File: src/rtl/alu2op_pkg.sv
package alu2op_pkg;

    localparam int DATA_W = 32;
    localparam int OP_W   = 3;
    localparam int COND_W = 3;
    localparam int FLAG_N = 4;

    typedef enum logic [OP_W-1:0] {
        OP_ADD = 3'd0,
        OP_SUB = 3'd1,
        OP_AND = 3'd2,
        OP_OR  = 3'd3,
        OP_XOR = 3'd4,
        OP_CMP = 3'd5,
        OP_RS6 = 3'd6,
        OP_RS7 = 3'd7
    } opcode_e;

    // packed order puts sign in bit 3 and carry in bit 0
    typedef struct packed {
        logic s;
        logic o;
        logic z;
        logic c;
    } flags_t;

    typedef enum logic [1:0] {
        SEL_S = 2'd0,
        SEL_O = 2'd1,
        SEL_Z = 2'd2,
        SEL_C = 2'd3
    } flag_sel_e;

endpackage

File: src/rtl/alu2op_exec.sv
module alu2op_exec
    import alu2op_pkg::*;
#(
    parameter int W = DATA_W
) (
    input  logic [OP_W-1:0] op,
    input  logic [W-1:0]    a,
    input  logic [W-1:0]    b,
    output logic [W-1:0]    res,
    output flags_t          fl,
    output logic            writes,
    output logic            legal
);
    localparam int MSB = W - 1;

    opcode_e     op_e;
    logic        is_sub;
    logic        is_arith;
    logic [W-1:0] b_eff;
    logic [W:0]   sum_ext;
    logic [W-1:0] logic_res;
    logic        ovf;

    assign op_e = opcode_e'(op);

    always_comb begin
        is_sub   = (op_e == OP_SUB) || (op_e == OP_CMP);
        is_arith = is_sub || (op_e == OP_ADD);
        legal    = (op_e != OP_RS6) && (op_e != OP_RS7);
        writes   = legal && (op_e != OP_CMP);
    end

    // one adder serves both add and subtract: B is inverted and the carry-in is set
    always_comb begin
        b_eff   = is_sub ? ~b : b;
        sum_ext = {1'b0, a} + {1'b0, b_eff} + {{W{1'b0}}, is_sub};
        ovf     = (a[MSB] == b_eff[MSB]) && (sum_ext[MSB] != a[MSB]);
    end

    always_comb begin
        unique case (op_e)
            OP_AND:  logic_res = a & b;
            OP_OR:   logic_res = a | b;
            OP_XOR:  logic_res = a ^ b;
            default: logic_res = '0;
        endcase
    end

    always_comb begin
        res  = is_arith ? sum_ext[W-1:0] : logic_res;
        fl.s = res[MSB];
        fl.z = (res == '0);
        fl.o = is_arith ? ovf : 1'b0;
        // carry out for add, inverted carry (borrow) for subtract
        fl.c = is_arith ? (sum_ext[W] ^ is_sub) : 1'b0;
    end

endmodule

File: src/rtl/alu2op_cond.sv
module alu2op_cond
    import alu2op_pkg::*;
(
    input  flags_t            fl,
    input  logic [COND_W-1:0] cond,
    output logic              taken
);
    flag_sel_e sel;
    logic      picked;

    assign sel = flag_sel_e'(cond[COND_W-1:1]);

    always_comb begin
        unique case (sel)
            SEL_S:   picked = fl.s;
            SEL_O:   picked = fl.o;
            SEL_Z:   picked = fl.z;
            default: picked = fl.c;
        endcase
        taken = picked ^ cond[0];
    end

endmodule

File: src/rtl/alu2op_core.sv
module alu2op_core
    import alu2op_pkg::*;
#(
    parameter int W = DATA_W
) (
    input  logic              clk,
    input  logic              rst_n,
    input  logic              op_valid,
    input  logic [OP_W-1:0]   opcode,
    input  logic [W-1:0]      opnd_a,
    input  logic [W-1:0]      opnd_b,
    output logic [W-1:0]      result,
    output logic              wb_en,
    output logic [FLAG_N-1:0] flags,
    input  logic [COND_W-1:0] cond_sel,
    output logic              take_branch
);
    typedef struct packed {
        flags_t fl;
    } core_state_t;

    core_state_t state_d, state_q;
    flags_t      exec_fl;
    logic        exec_writes;
    logic        exec_legal;

    alu2op_exec #(.W(W)) u_exec (
        .op     (opcode),
        .a      (opnd_a),
        .b      (opnd_b),
        .res    (result),
        .fl     (exec_fl),
        .writes (exec_writes),
        .legal  (exec_legal)
    );

    always_comb begin
        state_d = state_q;
        if (op_valid && exec_legal) begin
            state_d.fl = exec_fl;
        end
    end

    always_ff @(posedge clk or negedge rst_n) begin
        if (!rst_n) begin
            state_q <= '0;
        end else begin
            state_q <= state_d;
        end
    end

    assign wb_en = op_valid && exec_writes;
    assign flags = state_q.fl;

    alu2op_cond u_cond (
        .fl    (state_q.fl),
        .cond  (cond_sel),
        .taken (take_branch)
    );

endmodule

File: config.mk
export PLATFORM = sky130hd
export DESIGN_NAME = alu2op_core
export DESIGN_NICKNAME = d
export VERILOG_FILES = /design/src/rtl/alu2op_pkg.sv /design/src/rtl/alu2op_exec.sv /design/src/rtl/alu2op_cond.sv /design/src/rtl/alu2op_core.sv
export SDC_FILE = /design/constraint.sdc
export NUM_CORES = 1
export LEC_CHECK = 0
export BUFFER_PORTS_ARGS = -buffer_cell sky130_fd_sc_hd__buf_2
export CAP_MARGIN = 20
export CORE_ASPECT_RATIO = 0.8
export CORE_UTILIZATION = 35
export DETAILED_ROUTE_END_ITERATION = 8
export PLACE_DENSITY = 0.61
export SLEW_MARGIN = 40
export SYNTH_ARGS = -nofsm -noshare
export SYNTH_HDL_FRONTEND = slang
export SYNTH_HIERARCHICAL = 1
export SYNTH_SLANG_ARGS = --single-unit
export TNS_END_PERCENT = 5
File: constraint.sdc
create_clock -name clk -period 6.81 [get_ports clk]
set_input_delay 0.681 -clock clk [delete_from_list [all_inputs] [get_ports clk]]
set_output_delay 0.681 -clock clk [all_outputs]
set_load 0.02 [all_outputs]
Word level (Yosys, flattened, before mapping)
Index checks and enable logic that the tools add are counted.
{"block": "op_classes", "addsub": 2, "bitwise": 6, "n_eq_ne": 12, "n_reduce_logical": 10, "mux": 6}
{"cell": "case mux 32 bit (3 select lines)", "n": 1}
{"cell": "2-to-1 mux 32 bit", "n": 2}
{"cell": "adder 32 x 32 -> 33 bit", "n": 1}
{"cell": "adder 33 x 1 -> 33 bit", "n": 1}
{"cell": "bitwise AND 32 bit", "n": 1}
{"cell": "zero test 32 bit", "n": 1}
{"cell": "inverter 32 bit", "n": 1}
{"cell": "bitwise OR 32 bit", "n": 1}
{"cell": "bitwise XOR 32 bit", "n": 1}
{"cell": "!= test 3 bit (second input constant)", "n": 3}
{"cell": "equality test 3 x 2 -> 1 bit (second input constant)", "n": 2}
{"cell": "equality test 3 bit (second input constant)", "n": 2}
{"cell": "logical AND 1 bit", "n": 5}
{"cell": "equality test 3 x 1 -> 1 bit (second input constant)", "n": 1}
{"cell": "zero test 3 bit", "n": 1}
{"cell": "case mux 1 bit (3 select lines)", "n": 1}
{"cell": "equality test 2 x 1 -> 1 bit (second input constant)", "n": 1}
{"cell": "equality test 2 bit (second input constant)", "n": 1}
{"cell": "zero test 2 bit", "n": 1}
{"cell": "logical OR 1 bit", "n": 2}
{"cell": "2-to-1 mux 1 bit", "n": 2}
{"cell": "bitwise XOR 1 bit", "n": 2}
{"cell": "equality test 1 bit", "n": 1}
{"cell": "!= test 1 bit", "n": 1}
{"block": "totals", "inputBits": 73, "ff_bits": 4}

Logic depth before layout (Yosys ltp)
{"block": "depth", "word_depth": 8, "depth_mapped": 21}

By module
Netlist, hierarchy kept.
{"mod": "alu2op_exec", "cells_per_inst": 599, "area_per_inst_um2": 4250.3, "seq_area_each_um2": 0.0, "n_inst": 1}
{"mod": "alu2op_core", "cells_per_inst": 10, "area_per_inst_um2": 173.9, "seq_area_each_um2": 100.1, "n_inst": 1}
{"mod": "alu2op_cond", "cells_per_inst": 2, "area_per_inst_um2": 31.3, "seq_area_each_um2": 0.0, "n_inst": 1}

Worst setup path before layout
No wires, ideal clock.
{"block": "synth_path", "kind": "input -> register", "start": "input port opcode[0]", "end": "register state_q (netlist bit flags[1])", "setup_ns": 0.064, "stages": 21, "setup_slack_ns": 0.690, "t_arrival_ns": 6.056, "path_cell_list": "clkbuf_1 > buf_1 > clkbuf_1 > buf_1 > nand2b_1 > clkbuf_1 > buf_1 > xnor2_1 > ha_1 > clkbuf_1 > nand4_1 > nor3_1 > or3b_2 > o211ai_2 > a31oi_1 > xor2_1 > o21ai_1 > or4_1 > or4_1 > nor4_1 > mux2_4"}
{"element": "from (decl)", "line": "alu2op_core.sv:9", "source": "input logic [OP_W-1:0] opcode,"}
{"element": "to (signal assigned)", "line": "alu2op_core.sv:48", "source": "state_q <= state_d;"}
{"element": "to (decl)", "line": "alu2op_core.sv:22", "source": "core_state_t state_d, state_q;"}

==> run_results.csv <==
group,metric,value,unit
pwr,ir_worst_vdd,60.16,uV
clock_tree,numCtsBuffers,3,
clock_tree,clock-sinks,4,
layout,area_growth,16.96,%
placement,hpwlAfterDp,11670,um
floorplan,core_region_area,0.01230,mm2
worst_setup_path,r2r_end,"flags[2]",
synth,synth_area_leaders,"ha_1 (28%), xnor2_1 (7.9%), inv_1 (7.2%)",
grt,grt_pass1_wl,21620,um
synth,syn_area,0.004456,mm2
grt,grt_start_max_net_pins,33,
worst_setup_path,ff2ff_setup_slack,6.02,ns
worst_setup_path,start_kind,"primary input",
synth,yosysWarningCount,6,
detailed_routing,avgViaCountPerCell,5.441,
worst_setup_path,cp_cell_sequence,"buf_2 > nand2b_2 > buf_4 > xnor2_1 > inv_1 > fa_1 > nand2b_1 > a211oi_1 > o21ai_1 > a21oi_1 > o31a_1 > o21ai_0 > nor4b_1 > nand4b_1 > or4_1 > nor4_1 > mux2_4",
timing,post-route-period-util,0.8381,
timing,hold_violations,0,
clock_tree,post_cts.repair.setup_buffers,0,
clock_tree,clk_pin_slew,0.03,ns
synth,yosysUniqueCellTypes,70,
layout,mostFrequentLayoutCells,"buf_2 (110), ha_1 (98), inv_1 (86), a21oi_1 (42), xnor2_1 (40)",
synth,ys_seq_area_frac,0.02247,
timing,skew,0,ns
worst_setup_path,endpoint,"flags[1]",
run,max_cap_violations,0,
placement,place_inst,865,
pwr,pwr_density_cell,134.0,mW/mm2
pwr,p_leak,2.701,nW
detailed_routing,wl_per_cell,16.19,um
detailed_routing,via_count,4723,
detailed_routing,drtPass1Iterations,5,
layout,largest_register_ffs,4,
worst_setup_path,crit_slowest_cell,"or4_1",
floorplan,start_util,0.3623,
worst_setup_path,path_max_fanout,26,
timing,fin_tns_setup,0,ns
timing,grt_setup_unrepaired,"false",
layout,layout-drive-gt1-share,0.2095,
worst_setup_path,critical_path_class,"primary input to flip-flop",
layout,stdcell_count,868,
synth,yosysTopAreaCell,"ha_1",
grt,overflow,0,
clock_tree,cts_tree,"yes",
layout,ff_latch_area,100.1,um2
layout,multi_input_area,0.003911,mm2
detailed_routing,drtAntennaViolNets,0,
worst_setup_path,end_kind,"flip-flop",
clock_tree,post_cts_resized,0,
layout,num-fill-cells,1260,
clock_tree,cts.root.buffer_cell,"clkbuf_16",
status,status,"finished clean",
timing,slew_violations,0,
worst_setup_path,ff2ff_path_depth,1,
worst_setup_path,worstSetupStartpoint,"opcode[0]",
clock_tree,cts_hold_buffers,0,
synth,synth_nets,783,
floorplan,ios,111,
grt,antenna_found_initial,0,
floorplan,dieArea,0.01319,mm2
clock_tree,worstSkewPairLatency,0.23,ns
detailed_routing,wl,14050,um
timing,worst_pin_slew,0.7672,ns
worst_setup_path,critPathRequiredTime,6.97,ns
detailed_routing,drc,0,
clock_tree,cts_buffer_depth,2,
detailed_routing,dr.first_iter.drc_count,396,
timing,relSlewSlack,0.4880,
synth,synth_top_area_share,0.2752,
placement,place_congestion,0.9298,
floorplan,chipHeight,102.9,um
timing,fmax,175.2,MHz
synth,synth_edf_count,0,
layout,num_antenna_cells,0,
synth,synthArstFlopShare,1.000,
placement,portBuffers,110,
grt,grt_usage,0.2060,
timing,fin_crit,5.707,ns
synth,synth_seq_cells,4,
grt,first_global_vias,4306,
synth,ys.flop_type,"dfrtp_1",
layout,nets,871,
worst_setup_path,max_stage_delay,0.53,ns
layout,final_common_cell,"buf_2",
worst_setup_path,arrival,5.87,ns
timing,setup_viol,0,
floorplan,fp-row-count,36,
synth,syn_area_per_cell,7.292,um2
worst_setup_path,r2r_start,"flags[2]",
min_path,hold_class,"primary input to async pin",
timing,holdWs,0.2542,ns
clock_tree,htree_levels,1,
synth,syn_inst,611,
floorplan,die_w,128.1,um
[where the power goes]
group,switching [W],leakage [nW],internal (W)
Sequential,0.00000282,0.0532,0.0000270
Combinational,0.000353,2.61,0.000223
Clock,0.0000170,0.0370,0.0000750
[synth_stat cells (3+ instances only)]
cell / count
or3_1: 5
o221ai_1: 4
mux2_4: 4
buf_1: 6
nand2_1: 34
and3_1: 8
nor2b_1: 6
and2_1: 4
buf_2: 6
inv_1: 86
clkbuf_1: 17
a22oi_1: 9
o21bai_1: 4
nor3_1: 13
o21a_1: 4
or4_1: 3
nand2b_1: 4
o211ai_1: 3
nor2_1: 36
a221o_1: 5
a21oi_1: 42
nand4_1: 8
a31oi_1: 5
a211oi_1: 17
ha_1: 98
o21ai_1: 6
mux2i_1: 16
a21o_1: 9
xnor2_1: 40
o311ai_0: 3
nor3b_1: 5
o21ai_0: 33
xor2_1: 16
dfrtp_1: 4
[cell type report]
type,instances,area share
clock buffer,3,0.01441
inverter,86,0.06194
multi-input combinational,489,0.7505
sequential,4,0.01921
tap,171,0.04106
timing repair buffer,115,0.1128
[metal layers]
| metal | GRT usage | up-vias | part of all wire |
|---|---|---|---|
| li1 | - | 2321 | - |
| met1 | 0.2933 | 2181 | 0.48 |
| met2 | 0.3278 | 200 | 0.43 |
| met3 | 0.03217 | 21 | 0.077 |
| met4 | 0.04253 | 0 | 0.017 |
| met5 | 0 | - | 0 |
[logic make-up after synthesis]
kind of cell,Yosys count,synth area share
buffers and inverters,118,0.1045
AOI/OAI and AO/OA,171,0.2637
and+or+nand+nor,141,0.1615
DFF,4,0.02247
xor gates and xnor gates,57,0.1137
adders and majority gates,99,0.2797
muxes,21,0.05448
[per-stage QoR]
step           worst slack, ns    util  area (um2)  total power [W]
6_report                 1.103  0.4238        5211        0.0006984
5_1_grt                 0.8031  0.4238        5211        0.0007550
4_1_cts                  1.113  0.4236        5209        0.0006939
3_5_place_dp            0.8919  0.4175        5134        0.0005982
3_3_place_gp             1.165  0.4166        5122        0.0005954
2_1_floorplan           0.6897       -        4456        0.0004301
[worst min-delay path by stage]
| stage | endpoint | from | slack [ns] |
|---|---|---|---|
| 4_1_cts | flags[0] | rst_n | 0.26 |
| 3_5_place_dp | flags[3] | rst_n | 0.49 |
| 6_report | flags[0] | rst_n | 0.25 |
| 3_3_place_gp | flags[1] | rst_n | 0.49 |
| 5_1_grt | flags[0] | rst_n | 0.26 |
| 2_1_floorplan | flags[0] | rst_n | 0.39 |
[worst max-delay path, delay by kind of cell]
| family | cells | cell delay, ns |
|---|---|---|
| compound gates | 5 | 1.38 |
| buf+inv | 3 | 0.92 |
| xor+xnor | 1 | 0.21 |
| mux | 1 | 0.20 |
| fa+ha+maj | 1 | 0.41 |
| simple gates | 6 | 2.03 |
(Power assumes the default switching activity.)
